--- src/rtl/imp_cal_pkg.sv ---
package imp_cal_pkg;

  typedef enum logic {ST_IDLE = 1'b0, ST_WAIT = 1'b1} cal_state_e;
  typedef enum logic {REP_TX = 1'b0, REP_RX = 1'b1} replica_e;

  // Settle count actually loaded: never shorter than the synchronizer depth
  function automatic int unsigned settle_span(int unsigned req, int unsigned floor_v);
    return (req < floor_v) ? floor_v : req;
  endfunction

  // Cycles one sweep costs for a given number of codes tried
  function automatic int unsigned sweep_cost(int unsigned codes, int unsigned span);
    return codes * (span + 1);
  endfunction

endpackage

--- src/rtl/imp_cal_sync.sv ---
module imp_cal_sync #(
  parameter int STAGES = 2
) (
  input  logic clk,
  input  logic rst_n,
  input  logic async_i,
  output logic sync_o
);
  logic [STAGES-1:0] chain_q;

  generate
    for (genvar g = 0; g < STAGES; g++) begin : g_stage
      if (g == 0) begin : g_first
        always_ff @(posedge clk) begin
          if (!rst_n) chain_q[0] <= 1'b0;
          else        chain_q[0] <= async_i;
        end
      end else begin : g_next
        always_ff @(posedge clk) begin
          if (!rst_n) chain_q[g] <= 1'b0;
          else        chain_q[g] <= chain_q[g-1];
        end
      end
    end
  endgenerate

  assign sync_o = chain_q[STAGES-1];
endmodule

--- src/rtl/imp_cal_settle.sv ---
module imp_cal_settle #(
  parameter int W = 8
) (
  input  logic         clk,
  input  logic         rst_n,
  input  logic         load_i,
  input  logic [W-1:0] load_val_i,
  output logic         expired_o
);
  localparam logic [W-1:0] ONE = W'(1);
  logic [W-1:0] cnt_q;

  always_ff @(posedge clk) begin
    if (!rst_n)            cnt_q <= '0;
    else if (load_i)       cnt_q <= load_val_i;
    else if (cnt_q != '0)  cnt_q <= cnt_q - ONE;
  end

  assign expired_o = (cnt_q == '0);


  settle_hold_chk: assert property (@(posedge clk) disable iff (!rst_n)
    (load_i && load_val_i != '0) |=> !expired_o);
endmodule

--- src/rtl/imp_cal_results.sv ---
module imp_cal_results #(
  parameter int CODE_W = 5
) (
  input  logic              clk,
  input  logic              rst_n,
  input  logic              cap_tx_i,
  input  logic              publish_i,
  input  logic              err_i,
  input  logic [CODE_W-1:0] code_i,
  output logic [CODE_W-1:0] tx_code_o,
  output logic [CODE_W-1:0] rx_code_o,
  output logic              tx_err_o,
  output logic              rx_err_o
);
  logic [CODE_W-1:0] tx_pend_q;
  logic              tx_pend_err_q;

  always_ff @(posedge clk) begin
    if (!rst_n) begin
      tx_pend_q     <= '0;
      tx_pend_err_q <= 1'b0;
      tx_code_o     <= '0;
      rx_code_o     <= '0;
      tx_err_o      <= 1'b0;
      rx_err_o      <= 1'b0;
    end else begin
      if (cap_tx_i) begin
        tx_pend_q     <= code_i;
        tx_pend_err_q <= err_i;
      end
      if (publish_i) begin
        tx_code_o <= tx_pend_q;
        tx_err_o  <= tx_pend_err_q;
        rx_code_o <= code_i;
        rx_err_o  <= err_i;
      end
    end
  end


  result_hold_chk: assert property (@(posedge clk) disable iff (!rst_n)
    !publish_i |=> ($stable(tx_code_o) && $stable(rx_code_o) && $stable(tx_err_o) && $stable(rx_err_o)));

  tx_err_code_chk: assert property (@(posedge clk) disable iff (!rst_n)
    tx_err_o |-> (tx_code_o == '0));

  rx_err_code_chk: assert property (@(posedge clk) disable iff (!rst_n)
    rx_err_o |-> (rx_code_o == '0));
endmodule

--- src/rtl/imp_cal_ctrl.sv ---
module imp_cal_ctrl #(
  parameter int CODE_W      = 5,
  parameter int SETTLE_W    = 8,
  parameter int SYNC_STAGES = 2
) (
  input  logic                clk,
  input  logic                rst_n,
  input  logic                start_i,
  input  logic                cont_i,
  input  logic [SETTLE_W-1:0] settle_i,
  input  logic                cmp_match_i,
  output logic [CODE_W-1:0]   drive_code_o,
  output logic                replica_sel_o,
  output logic                busy_o,
  output logic                done_o,
  output logic [CODE_W-1:0]   tx_code_o,
  output logic [CODE_W-1:0]   rx_code_o,
  output logic                tx_err_o,
  output logic                rx_err_o
);
  import imp_cal_pkg::*;

  localparam logic [CODE_W-1:0] CODE_TOP   = '1;
  localparam logic [CODE_W-1:0] CODE_FLOOR = '0;
  localparam logic [CODE_W-1:0] CODE_ONE   = CODE_W'(1);
  localparam int unsigned       MIN_SETTLE = SYNC_STAGES;

  cal_state_e        state_q;
  replica_e          rep_q;
  logic [CODE_W-1:0] code_q;
  logic              done_q;

  // Named internal events
  logic match_s, settle_done;
  logic go_req, eval_ev, hit_ev, floor_miss_ev, step_ev, resolve_ev;
  logic tx_resolve, rx_resolve, timer_load;
  logic [SETTLE_W-1:0] settle_load;

  imp_cal_sync #(.STAGES(SYNC_STAGES)) u_sync (
    .clk(clk), .rst_n(rst_n), .async_i(cmp_match_i), .sync_o(match_s)
  );

  assign settle_load = SETTLE_W'(settle_span(32'(settle_i), MIN_SETTLE));

  assign go_req        = (state_q == ST_IDLE) && (start_i || cont_i);
  assign eval_ev       = (state_q == ST_WAIT) && settle_done;
  assign hit_ev        = eval_ev && match_s;
  assign floor_miss_ev = eval_ev && !match_s && (code_q == CODE_FLOOR);
  assign step_ev       = eval_ev && !match_s && (code_q != CODE_FLOOR);
  assign resolve_ev    = hit_ev || floor_miss_ev;
  assign tx_resolve    = resolve_ev && (rep_q == REP_TX);
  assign rx_resolve    = resolve_ev && (rep_q == REP_RX);
  assign timer_load    = go_req || step_ev || tx_resolve;

  imp_cal_settle #(.W(SETTLE_W)) u_settle (
    .clk(clk), .rst_n(rst_n), .load_i(timer_load),
    .load_val_i(settle_load), .expired_o(settle_done)
  );

  always_ff @(posedge clk) begin
    if (!rst_n) begin
      state_q <= ST_IDLE;
      rep_q   <= REP_TX;
      code_q  <= CODE_TOP;
      done_q  <= 1'b0;
    end else begin
      done_q <= rx_resolve;
      if (go_req) begin
        state_q <= ST_WAIT;
        rep_q   <= REP_TX;
        code_q  <= CODE_TOP;
      end else if (step_ev) begin
        code_q <= code_q - CODE_ONE;
      end else if (tx_resolve) begin
        rep_q  <= REP_RX;
        code_q <= CODE_TOP;
      end else if (rx_resolve) begin
        state_q <= ST_IDLE;
      end
    end
  end

  imp_cal_results #(.CODE_W(CODE_W)) u_results (
    .clk(clk), .rst_n(rst_n),
    .cap_tx_i(tx_resolve), .publish_i(rx_resolve),
    .err_i(floor_miss_ev), .code_i(code_q),
    .tx_code_o(tx_code_o), .rx_code_o(rx_code_o),
    .tx_err_o(tx_err_o), .rx_err_o(rx_err_o)
  );

  assign drive_code_o  = code_q;
  assign replica_sel_o = (rep_q == REP_RX);
  assign busy_o        = (state_q == ST_WAIT);
  assign done_o        = done_q;


  code_step_chk: assert property (@(posedge clk) disable iff (!rst_n)
    (busy_o && $past(busy_o) && $stable(replica_sel_o))
      |-> (code_q == $past(code_q) || code_q == $past(code_q) - CODE_ONE));

  sel_reload_chk: assert property (@(posedge clk) disable iff (!rst_n)
    !$stable(replica_sel_o) |-> (code_q == CODE_TOP));

  done_pulse_chk: assert property (@(posedge clk) disable iff (!rst_n)
    done_o |=> !done_o);

  done_idle_chk: assert property (@(posedge clk) disable iff (!rst_n)
    done_o |-> (!busy_o && replica_sel_o));

  start_src_chk: assert property (@(posedge clk) disable iff (!rst_n)
    $rose(busy_o) |-> ($past(start_i || cont_i) && code_q == CODE_TOP && !replica_sel_o));
endmodule

--- config.mk ---
export PLATFORM = sky130hd
export DESIGN_NAME = imp_cal_ctrl
export DESIGN_NICKNAME = d
export VERILOG_FILES = /design/src/rtl/imp_cal_pkg.sv /design/src/rtl/imp_cal_sync.sv /design/src/rtl/imp_cal_settle.sv /design/src/rtl/imp_cal_results.sv /design/src/rtl/imp_cal_ctrl.sv
export SDC_FILE = /design/constraint.sdc
export NUM_CORES = 1
export LEC_CHECK = 0
export ABC_AREA = 1
export BUFFER_PORTS_ARGS = -buffer_cell sky130_fd_sc_hd__clkbuf_2
export CAP_MARGIN = 20
export CORE_ASPECT_RATIO = 1.75
export CORE_MARGIN = 3
export CORE_UTILIZATION = 40
export CTS_BUF_LIST = sky130_fd_sc_hd__clkbuf_2 sky130_fd_sc_hd__clkbuf_4 sky130_fd_sc_hd__clkbuf_8
export CTS_CLUSTER_DIAMETER = 150
export DETAILED_ROUTE_END_ITERATION = 10
export GPL_TIMING_DRIVEN = 0
export PLACE_DENSITY = 0.69
export SLEW_MARGIN = 20
export SYNTH_ARGS = -nofsm -noshare
export SYNTH_HDL_FRONTEND = slang
export SYNTH_SLANG_ARGS = --single-unit
export TNS_END_PERCENT = 100
--- constraint.sdc ---
create_clock -name clk -period 1.8 [get_ports clk]
set_input_delay 0.18 -clock clk [delete_from_list [all_inputs] [get_ports clk]]
set_output_delay 0.18 -clock clk [all_outputs]
set_load 0.02 [all_outputs]
# Word level (Yosys, flattened, before mapping)
# Cells that the tools add are included.
[word_totals]
output_inout_bits = 20
inputBits = 13
reg_bits = 36
[op_classes]
n_eq_ne = 2
order_cmp = 1
add_sub_neg = 2
mux = 9
n_reduce_logical = 23
bitwise_logic = 4
[ops]
columns = ["cell", "count"]
rows = [
  ["2-to-1 mux 8 bit", 3],
  ["2-to-1 mux 5 bit", 2],
  ["logical AND 1 bit", 8],
  ["logical NOT 8 bit", 1],
  ["less-than comparator 8 x 2 -> 1 bit (second input constant)", 1],
  ["nonzero test 8 bit", 1],
  ["subtractor 8 x 1 -> 8 bit (second input constant)", 1],
  ["nonzero test 2 bit", 3],
  ["logical NOT 5 bit", 1],
  ["nonzero test 5 bit", 1],
  ["subtractor 5 x 1 -> 5 bit (second input constant)", 1],
  ["logical OR 1 bit", 4],
  ["2-to-1 mux 1 bit", 4],
  ["!= test 2 bit (second input constant)", 2],
  ["inverter 1 bit", 4],
  ["AND reduction 3 bit", 1],
  ["AND reduction 2 bit", 1],
  ["OR reduction 2 bit", 1],
  ["logical NOT 1 bit", 1],
]

# Longest topological paths before layout
# Gate-level depths: netlist of run 1.
[depth]
word_depth = 10
depth_mapped = 12
mapped_depth_nobuf = 12

# Cells and area by module
# From an unflattened synthesis of run 1, not the netlist that was laid out.
[hier_totals]
hier_cells = 259
area_unflattened_um2 = 1785.5
[modules_own_cells]
columns = ["module", "n_inst", "area_each_um2", "cells_each"]
rows = [
  ["imp_cal_results", 1, 721.9, 107],
  ["imp_cal_ctrl", 1, 530.5, 76],
  ["imp_cal_settle", 1, 478.0, 70],
  ["imp_cal_sync", 1, 55.1, 6],
]

# Worst setup path before layout of run 1
# No wires, ideal clock.
[synth_path]
kind = "flip-flop to flip-flop"
from = "reg code_q[0], in the netlist drive_code_o[0]"
to = "reg u_settle.cnt_q[3]"
synth_period_minus_slack_ps = 1735
arrival_ps = 1610
setup_slack_ps = 65
setup_time_ps = 126
path_buffers = 0
path_stages_with_launch = 13
path_cell_list = "dfxtp_1 -> inv_1 -> ha_1 -> inv_1 -> nor2_1 -> nand2_2 -> nand2_2 -> nand4_4 -> nand2_2 -> nor2_4 -> nand2_2 -> o21ai_2 -> nor2_2"
[synth_via]
elab_chain_cells = 6
word_cells_on_any_way = 10
classes_between = "1 x mux; 9 x reduce/logical"
[synth_lines]
columns = ["item", "line_no", "source"]
rows = [
  ["start: declaration", "imp_cal_ctrl.sv:30", "logic [CODE_W-1:0] code_q;"],
  ["start signal: assignment", "imp_cal_ctrl.sv:73", "code_q <= code_q - CODE_ONE;"],
  ["logical NOT 5 bit", "imp_cal_ctrl.sv:48", "assign floor_miss_ev = eval_ev && !match_s && (code_q == CODE_FLOOR);"],
  ["logical AND 1 bit", "imp_cal_ctrl.sv:48", ""],
  ["logical OR 1 bit", "imp_cal_ctrl.sv:50", "assign resolve_ev = hit_ev || floor_miss_ev;"],
  ["logical AND 1 bit", "imp_cal_ctrl.sv:51", "assign tx_resolve = resolve_ev && (rep_q == REP_TX);"],
  ["logical OR 1 bit (*)", "imp_cal_ctrl.sv:53", "assign timer_load = go_req || step_ev || tx_resolve;"],
  ["2-to-1 mux 8 bit / nonzero test 2 bit (equally long branches)", "-", ""],
  ["end signal: assignment", "imp_cal_settle.sv:15", "else if (load_i) cnt_q <= load_val_i;"],
  ["end signal: assignment", "imp_cal_settle.sv:16", "else if (cnt_q != '0) cnt_q <= cnt_q - ONE;"],
  ["end: declaration", "imp_cal_settle.sv:11", "logic [W-1:0] cnt_q;"],
]
# Mark *: on every way between the ends. The rest lies on a longest branch, timed or not.
# A chain may end at the register's enable or synchronous reset.

# Final worst setup path of run 1
[layout_path]
from = "reg code_q[0], in the netlist drive_code_o[0]"
to = "reg u_settle.cnt_q[7]"
# Same word-level chain as after synthesis.

==> results_dict.tcl, run 1 <==
set metrics [dict create \
    grt_pass1_wl_um 5860 \
    syn-cell-area_mm2 0.00164 \
    worstPathRequired_ps 2010 \
    p_leak_nw 0.927 \
    yosys_most_used_dff "dfxtp_1" \
    nNetsFinal 263 \
    die-area_mm2 0.00492 \
    die_x_um 54.3 \
    place_ws_ps -9.47 \
    yosysTopAreaCellShare_pct 44.1 \
    yosysUniqueCellTypes 30 \
    drtIter0Drc 12 \
    core_area_mm2 0.00390 \
    synth_edf_count 0 \
    status "completed" \
    ys_top_cells_by_area "dfxtp_1 (44%), o21ai_0 (7.0%), nor2_1 (6.4%)" \
    r2r-start "drive_code_o[0]" \
    reg2reg_depth 11 \
    area_growth_pct 23.7 \
    cts-root-buf "clkbuf_8" \
    crit_fanout 8 \
    clock.fmax_ghz 0.595 \
    yosys.area.top_type "dfxtp_1" \
    synth_nets 219 \
    p_per_area_mw_per_mm2 946 \
    combPwrFrac_pct 17.3 \
    worstSetupPathType "reg2reg" \
    ys_ff_latch 36 \
    first_pass_iters 4 \
    cts_num_sinks 36 \
    grt_setup_unrepaired "yes" \
    yosys_warnings 0 \
    grt_max_degree 13 \
    cts_tree "built" \
    hold_path_startpoint "cmp_match_i" \
    worstReg2RegEnd "u_settle.cnt_q[7]" \
    muxShareOfSynthArea_pct 0 \
    cts-hold-fix-buffers 0 \
    grt_antenna_before_repair 0 \
    final_cells 295 \
    cts.reportedPaths.clkPinSlew_ps 80 \
    gp_congestion 0.782 \
    cts_buffers 5 \
    syn_inst 202 \
    endpoint_kind "flop" \
    io-pin-count 33 \
    hold_path_class "in2reg" \
    cts_buffer_depth 2 \
    die_y_um 90.6 \
    final_area_mm2 0.00202 \
    clkPwrFrac_pct 37.5 \
    via_per_inst 5.02 \
    maxSlewViolCount 0 \
    skew_ps 5.07 \
    start_util_pct 41.9 \
    via_count 1482 \
    synth_adder_area_share_pct 3.06 \
    grt-ovfl-total 0 \
    postSynthAreaPerCell_um2 8.10 \
    min_path_cells 3 \
    drc 0 \
    grt_pass1_vias 1351 \
    tightest_slew_ps 525 \
    min_period_ps 1680 \
    drive_gt1_share_pct 28.7 \
    cp.arrival_ps 1890 \
    rows 30 \
    synth_compound_area_share_pct 17.1 \
    final_util_pct 51.8 \
    ys_seq_area_share_pct 44.1 \
    wl_um 3580 \
    async_reset_ff_share_pct 0 \
    place_area_mm2 0.00185 \
    maxCapViolCount 0 \
    portBuffers 31 \
    reg2reg_slack_ps 120 \
    swShare_pct 28.2 \
    fin_crit_sh_pct 93.3 \
    htree_levels 2 \
    worst_slack_ps 120 \
    ant_nets 0 \
    cell_internal_pwr_w 0.00137 \
    dp_hpwl_um 2700 \
    setup_viol 0 \
    slew_headroom_pct 65.0 \
    yosys-top-cells-count "dfxtp_1 (36), nor2_1 (28), o21ai_0 (23)" \
    power_frac_seq_pct 45.2 \
    num_antenna_cells 0 \
    synth_simple_gate_area_share_pct 26.6 \
    peakVddDrop_mv 0.574 \
    synth_top_family_by_area "simple AND/OR/NAND/NOR gates" \
    insertion_delay_ps 290 \
    synth_xor_area_share_pct 2.68 \
    final-hold-violation-count 0 \
    hold_path_end "u_sync.chain_q[0]" \
    place_inst 281 \
    synth_most_common_cell "dfxtp_1" \
    start_kind "flop" \
    switchingPower_w 0.000540 \
    track_usage_pct 16.2 \
    post_drt_wl_per_cell_um 12.1 \
]
[power groups by stage]
stage	clock, W	sequential [W]	combinational (W)
2_1_floorplan	0	0.000880	0.000258
3_3_place_gp	0	0.000882	0.000322
3_5_place_dp	0	0.000884	0.000326
4_1_cts	0.000728	0.000865	0.000327
5_1_grt	0.000758	0.000870	0.000375
6_report	0.000717	0.000865	0.000332
[layer usage]
metal / part of all wire [%] / GRT usage (%)
met5: 0 / 0
met3: 3.2 / 2.64
met2: 54 / 27.9
met1: 40 / 16.9
met4: 2.8 / 10.2
[critical path, cell delays in order, from the launching register on]
cell	delay (ps)
dfxtp_2	350
inv_4	50
ha_1	190
inv_1	50
nor2_1	40
nand2_2	140
nand2_4	90
nand4_4	140
nand2_4	90
nor2_4	210
nand3_1	100
a21oi_1	150
[kinds of logic after synthesis]
family | Yosys count
AOI/OAI and AO/OA | 51
xor gates and xnor gates | 5
adders and majority gates | 4
buffers and inverters | 26
DFF | 36
and+or+nand+nor | 80
[flip-flops by register name (all words and copies together), names as in the netlist]
signal,count
u_results.tx_pend_err_q,1
done_o,1
u_results.rx_code_o,5
u_results.tx_code_o,5
busy_o,1
u_results.rx_err_o,1
u_results.tx_err_o,1
drive_code_o,5
u_sync.sync_o,1
u_settle.cnt_q,8
u_results.tx_pend_q,5
replica_sel_o,1
u_sync.chain_q,1
[through the flow]
stage	hold WS, ps	TNS (ps)	power (W)
2_1_floorplan	278	0	0.00114
3_3_place_gp	363	0	0.00120
3_5_place_dp	371	-9.47	0.00121
4_1_cts	62.9	0	0.00192
5_1_grt	92.3	-8.43	0.00200
6_report	67.4	0	0.00191
[how the worst max path moves through the flow]
| stage | start | to | cells past startpoint |
|---|---|---|---|
| 2_1_floorplan | drive_code_o[0] | u_settle.cnt_q[3] | 12 |
| 3_3_place_gp | drive_code_o[0] | u_settle.cnt_q[2] | 11 |
| 3_5_place_dp | drive_code_o[1] | u_settle.cnt_q[7] | 11 |
| 4_1_cts | drive_code_o[1] | u_settle.cnt_q[7] | 11 |
| 5_1_grt | drive_code_o[0] | u_settle.cnt_q[1] | 11 |
| 6_report | drive_code_o[0] | u_settle.cnt_q[7] | 11 |
[placed cells by master (no fill, tap or decap), types with 4 or more instances in the layout]
cell and count:
dfxtp_1 34, clkbuf_2 31, nor2_1 28, o21ai_0 23
nand2_1 21, a21oi_1 20, inv_1 17, nand3_1 10
buf_4 6, clkbuf_8 5, ha_1 4
[layout make-up]
type,instances,area (µm²)
tap,48,60.1
clock buffer,5,68.8
timing repair buffer,37,200
clock inverter,3,42.5
multi-input combinational,140,818
inverter,22,87.6
sequential,36,723
fill,403,1880
buffer,4,22.5
[what timing repair did]
item,CTS,global route
endpoints found under the setup margin,2,22
pin swaps,1,4
gates resized for setup,2,6
buffers inserted,1,5
No activity file was read; power rests on OpenSTA's default activity.
==> run 2: changes to the inputs <==
--- a/config.mk
+++ b/config.mk
@@ -18,2 +18,3 @@
 export PLACE_DENSITY = 0.69
+export RECOVER_POWER = 50
 export SLEW_MARGIN = 20
==> constraint.sdc (replaced) <==
create_clock -name clk -period 2 [get_ports clk]
set_input_delay 0.2 -clock clk [delete_from_list [all_inputs] [get_ports clk]]
set_output_delay 0.2 -clock clk [all_outputs]
set_load 0.01 [all_outputs]
==> run 2 against run 1 <==
Against the previous run:
- clock-buffer cell count is the same
- combinational power shrank 14%
- non-clock buffer count shrank 6
- flip-flop and latch count is the same
- fmax shrank 7.0%
- largest cell class unchanged
- highest routed layer unchanged
==> results_dict.tcl, run 2 (synthesized netlist as in run 1, its figures left out) <==
set metrics [dict create \
    final_cell_mix "dfxtp_1 (36), nor2_1 (28), clkbuf_1 (23), o21ai_0 (23), nand2_1 (21)" \
    r2r-start "drive_code_o[0]" \
    track_usage_pct 16.2 \
    reg2reg_depth 11 \
    cts-hold-fix-buffers 0 \
    min_period_ps 1810 \
    grt_antenna_before_repair 0 \
    final_common_cell "dfxtp_1" \
    maxSlewViolCount 0 \
    worstSetupPathType "reg2reg" \
    cts.reportedPaths.clkPinSlew_ps 80 \
    cts-root-buf "clkbuf_8" \
    place_ws_ps 191 \
    p_per_area_mw_per_mm2 882 \
    start_kind "flop" \
    nNetsFinal 257 \
    core_area_mm2 0.00390 \
    postCtsSetupRepairBufs 0 \
    htree_levels 2 \
    min_path_cells 3 \
    fin_total_pwr_w 0.00171 \
    peakVddDrop_mv 0.506 \
    crit_fanout 8 \
    clock.fmax_ghz 0.553 \
    grt_pass1_wl_um 5870 \
    cts_tree "built" \
    post_drt_wl_per_cell_um 12.4 \
    grt-ovfl-total 0 \
    worstPathRequired_ps 2210 \
    via_count 1437 \
    largest_reg_flops 8 \
    via_per_inst 4.97 \
    portBuffers 31 \
    grt_max_degree 13 \
    io-pin-count 33 \
    cts_buffer_depth 2 \
    hold_path_startpoint "cmp_match_i" \
    drc 0 \
    endpoint_kind "flop" \
    worstReg2RegEnd "u_settle.cnt_q[7]" \
    rows 30 \
    ant_nets 0 \
    worst_slack_ps 193 \
    reg2reg_slack_ps 190 \
    grt_pass1_vias 1349 \
    die-area_mm2 0.00492 \
    cp.arrival_ps 2020 \
    grt_setup_unrepaired "no" \
    final.setup.tns_ps 0 \
    slew_headroom_pct 63.3 \
    status "completed" \
    tightest_slew_ps 550 \
    insertion_delay_ps 290 \
    final-hold-violation-count 0 \
    hold_path_end "u_sync.chain_q[0]" \
    wl_um 3580 \
    p_leak_nw 0.842 \
    cts_buffers 5 \
    num_antenna_cells 0 \
    drive_gt1_share_pct 17.0 \
    maxCapViolCount 0 \
    die_x_um 54.3 \
    hold_path_class "in2reg" \
    die_y_um 90.6 \
    drtIter0Drc 11 \
    first_pass_iters 4 \
    fin_crit_sh_pct 90.4 \
    gp_congestion 0.782 \
    start_util_pct 41.9 \
    skew_ps 4.61 \
    post_cts_resized 0 \
    dp_hpwl_um 2700 \
    regMostFlops "u_settle.cnt_q" \
    area_growth_pct 18.4 \
    cts_num_sinks 36 \
    setup_viol 0 \
]
run 2: worst max-delay path, cell delays in order, from the launching register on:
cell and delay [ps]:
dfxtp_1 330, inv_1 120, ha_1 220, inv_1 50, nor2_1 40, nand2_2 110
nand2_2 110, nand4_4 160, nand2_2 120, nor2_4 220, nand3_1 100, a21oi_1 150
run 2: routing by layer:
layer / GRT usage [%] / part of all wire (%) / wire length [µm]
met1: 16.9 / 40 / 1430
met4: 10.2 / 3.5 / 125
met5: 0 / 0 / 0
met2: 28.0 / 53 / 1900
met3: 2.64 / 3.3 / 117
run 2: worst max-delay path by stage:
stage | endpoint | slack (ps) | start | cells past startpoint
2_1_floorplan | u_settle.cnt_q[3] | 370 | drive_code_o[0] | 12
3_3_place_gp | u_settle.cnt_q[2] | 230 | drive_code_o[0] | 11
3_5_place_dp | u_settle.cnt_q[7] | 190 | drive_code_o[1] | 11
4_1_cts | u_settle.cnt_q[7] | 180 | drive_code_o[0] | 11
5_1_grt | u_settle.cnt_q[7] | 30 | drive_code_o[0] | 11
6_report | u_settle.cnt_q[7] | 190 | drive_code_o[0] | 11
run 2: final cells by class:
type	count	area (µm²)
multi-input cells	140	808
flip-flops and latches	36	721
inverters	22	83.8
clock inverters	3	42.5
fillers	423	1970
clock buffers	5	68.8
well taps	48	60.1
repair buffers	31	130
plain buffers	4	22.5
run 2: power by group:
part | internal, W | switching, W
sequential | 0.000747 | 0.0000304
combinational | 0.000112 | 0.000175
clock | 0.000369 | 0.000273
run 2: metrics by stage:
| step | std cells | hold WS, ps | utilization (%) | cell area, µm² |
|---|---|---|---|---|
| after floorplan | 202 | 298 | - | 1640 |
| after global placement | 281 | 383 | 47.4 | 1850 |
| after detailed placement | 281 | 391 | 47.4 | 1850 |
| after CTS | 289 | 82.9 | 50.3 | 1960 |
| after global routing | 289 | 112 | 49.6 | 1940 |
| final | 289 | 89.6 | 49.6 | 1940 |
==> run 3: changes to the inputs <==
RECOVER_POWER = 100   (was 50)
==> run 3 against run 2 <==
Against the previous run:
- clock power barely moved
- combinational power barely moved
- clock skew fell by 0.83 ps
- critical path depth rose by 1
- worst hold slack barely moved
- cell area fell by 0.13%
==> results_dict.tcl, run 3 (synthesized netlist as in run 1, its figures left out) <==
set metrics [dict create \
    worstSetupPathType "reg2reg" \
    maxCapViolCount 0 \
    place_inst 281 \
    worst_slack_ps 196 \
    rows 30 \
    post_drt_wl_per_cell_um 12.3 \
    core_area_mm2 0.00390 \
    clock.fmax_ghz 0.554 \
    met3_usage_pct 2.64 \
    cpPeakStageDelay_ps 330 \
    drc 0 \
    grt_pass1_vias 1349 \
    status "completed" \
    final-hold-violation-count 0 \
    endpoint_kind "flop" \
    crit_path_frequent_cell "nand2_2" \
    worstPathRequired_ps 2170 \
    insertion_delay_ps 290 \
    cts_buffer_depth 2 \
    via_per_inst 5.00 \
    skew_ps 3.78 \
    ant_nets 0 \
    cts_num_sinks 36 \
    regMostFlops "u_settle.cnt_q" \
    p_per_area_mw_per_mm2 883 \
    min_period_ps 1800 \
    cts-hold-fix-buffers 0 \
    cp_top_family "simple AND/OR/NAND/NOR gates" \
    cts.reportedPaths.clkPinSlew_ps 80 \
    grt_setup_unrepaired "no" \
    place_ws_ps 191 \
    place_area_mm2 0.00185 \
    maxSlewViolCount 0 \
    cts_buffers 5 \
    path_cells "inv_1 -> ha_1 -> inv_1 -> nor2_1 -> nand2_2 -> nand2_2 -> nand4_4 -> nand2_2 -> nor2_4 -> nand2_1 -> o21ai_2 -> nor2_2" \
    crit_slowest_cell "dfxtp_1" \
    dp_hpwl_um 2700 \
    largest_reg_flops 8 \
    final_cells 289 \
    final_cell_mix "dfxtp_1 (36), nor2_1 (28), clkbuf_1 (23), o21ai_0 (23), nand2_1 (22)" \
    track_usage_pct 16.2 \
    drive_gt1_share_pct 16.6 \
    via_count 1446 \
    min_path_cells 3 \
    area_growth_pct 18.3 \
    grt_antenna_before_repair 0 \
    crit_fanout 8 \
    tightest_slew_ps 516 \
    p_leak_nw 0.841 \
    htree_levels 2 \
    fin_crit_sh_pct 90.2 \
    seqCellArea_um2 721 \
    start_util_pct 41.9 \
    wl_um 3560 \
    gp_congestion 0.782 \
    final_common_cell "dfxtp_1" \
    portBuffers 31 \
    top_usage_layer "met2" \
    grt.met2_usage_pct 28.0 \
    use_met1_pct 16.9 \
    drtIter0Drc 15 \
    grt-ovfl-total 0 \
    multi_input_area_um2 806 \
    slew_headroom_pct 65.6 \
    postCtsSetupRepairBufs 0 \
    nNetsFinal 257 \
    path_buf_inv 2 \
    die_x_um 54.3 \
    grt_max_degree 13 \
    cts-root-buf "clkbuf_8" \
    reg2reg_depth 12 \
    setup_viol 0 \
    fillCellCount 424 \
    hold_path_class "in2reg" \
    die-area_mm2 0.00492 \
    die_y_um 90.6 \
    grt_pass1_wl_um 5870 \
    peakVddDrop_mv 0.505 \
    cp.arrival_ps 1970 \
    num_antenna_cells 0 \
    post_cts_resized 0 \
    first_pass_iters 4 \
    fin_total_pwr_w 0.00171 \
    final_area_mm2 0.00193 \
    path_depth 12 \
    io-pin-count 33 \
    cts_tree "built" \
    start_kind "flop" \
    final.setup.tns_ps 0 \
]
[run 3: changes by cell type in the layout (fill, tap and decap cells not counted)]
cell and change:
nand2_1 +1, nand2_2 -1
[run 3: where the power goes]
part	total [W]	internal [W]	switching (W)	leakage (nW)
Sequential	0.000778	0.000747	0.0000306	0.293
Combinational	0.000285	0.000111	0.000174	0.494
Clock	0.000645	0.000369	0.000276	0.0541
Total	0.00171	0.00123	0.000480	0.841
[run 3: worst min-delay path, cell delays in order]
cell      delay (ps)
clkbuf_2          70
nand2_1           40
inv_1             40
[run 3: path summary, 6_finish.rpt]
path,end,slack [ps],from
max,u_settle.cnt_q[3],200,drive_code_o[0]
min,u_sync.chain_q[0],90,cmp_match_i
min reg2reg,u_sync.sync_o,410,u_sync.chain_q[0]
max reg2reg,u_settle.cnt_q[3],200,drive_code_o[0]
[run 3: through the flow]
step                hold slack (ps)  utilization, %
global route                    112            49.6
floorplan                       298               -
CTS                            82.9            50.3
finish                         89.9            49.6
detailed placement              391            47.4
global placement                383            47.4
[run 3: cell type report]
type	instances	share of cell area [%]
clock buffer	5	3.56
multi-input combinational	140	41.7
clock inverter	3	2.20
buffer	4	1.16
timing repair buffer	31	6.73
tap	48	3.10
sequential	36	37.3
inverter	22	4.33
[run 3: layer usage]
layer | share of wire [%] | up-vias | wire length (µm)
li1 | - | 749 | -
met3 | 3.4 | 7 | 122
met1 | 40 | 660 | 1420
met5 | 0 | - | 0
met4 | 2.8 | 0 | 101
met2 | 54 | 30 | 1920
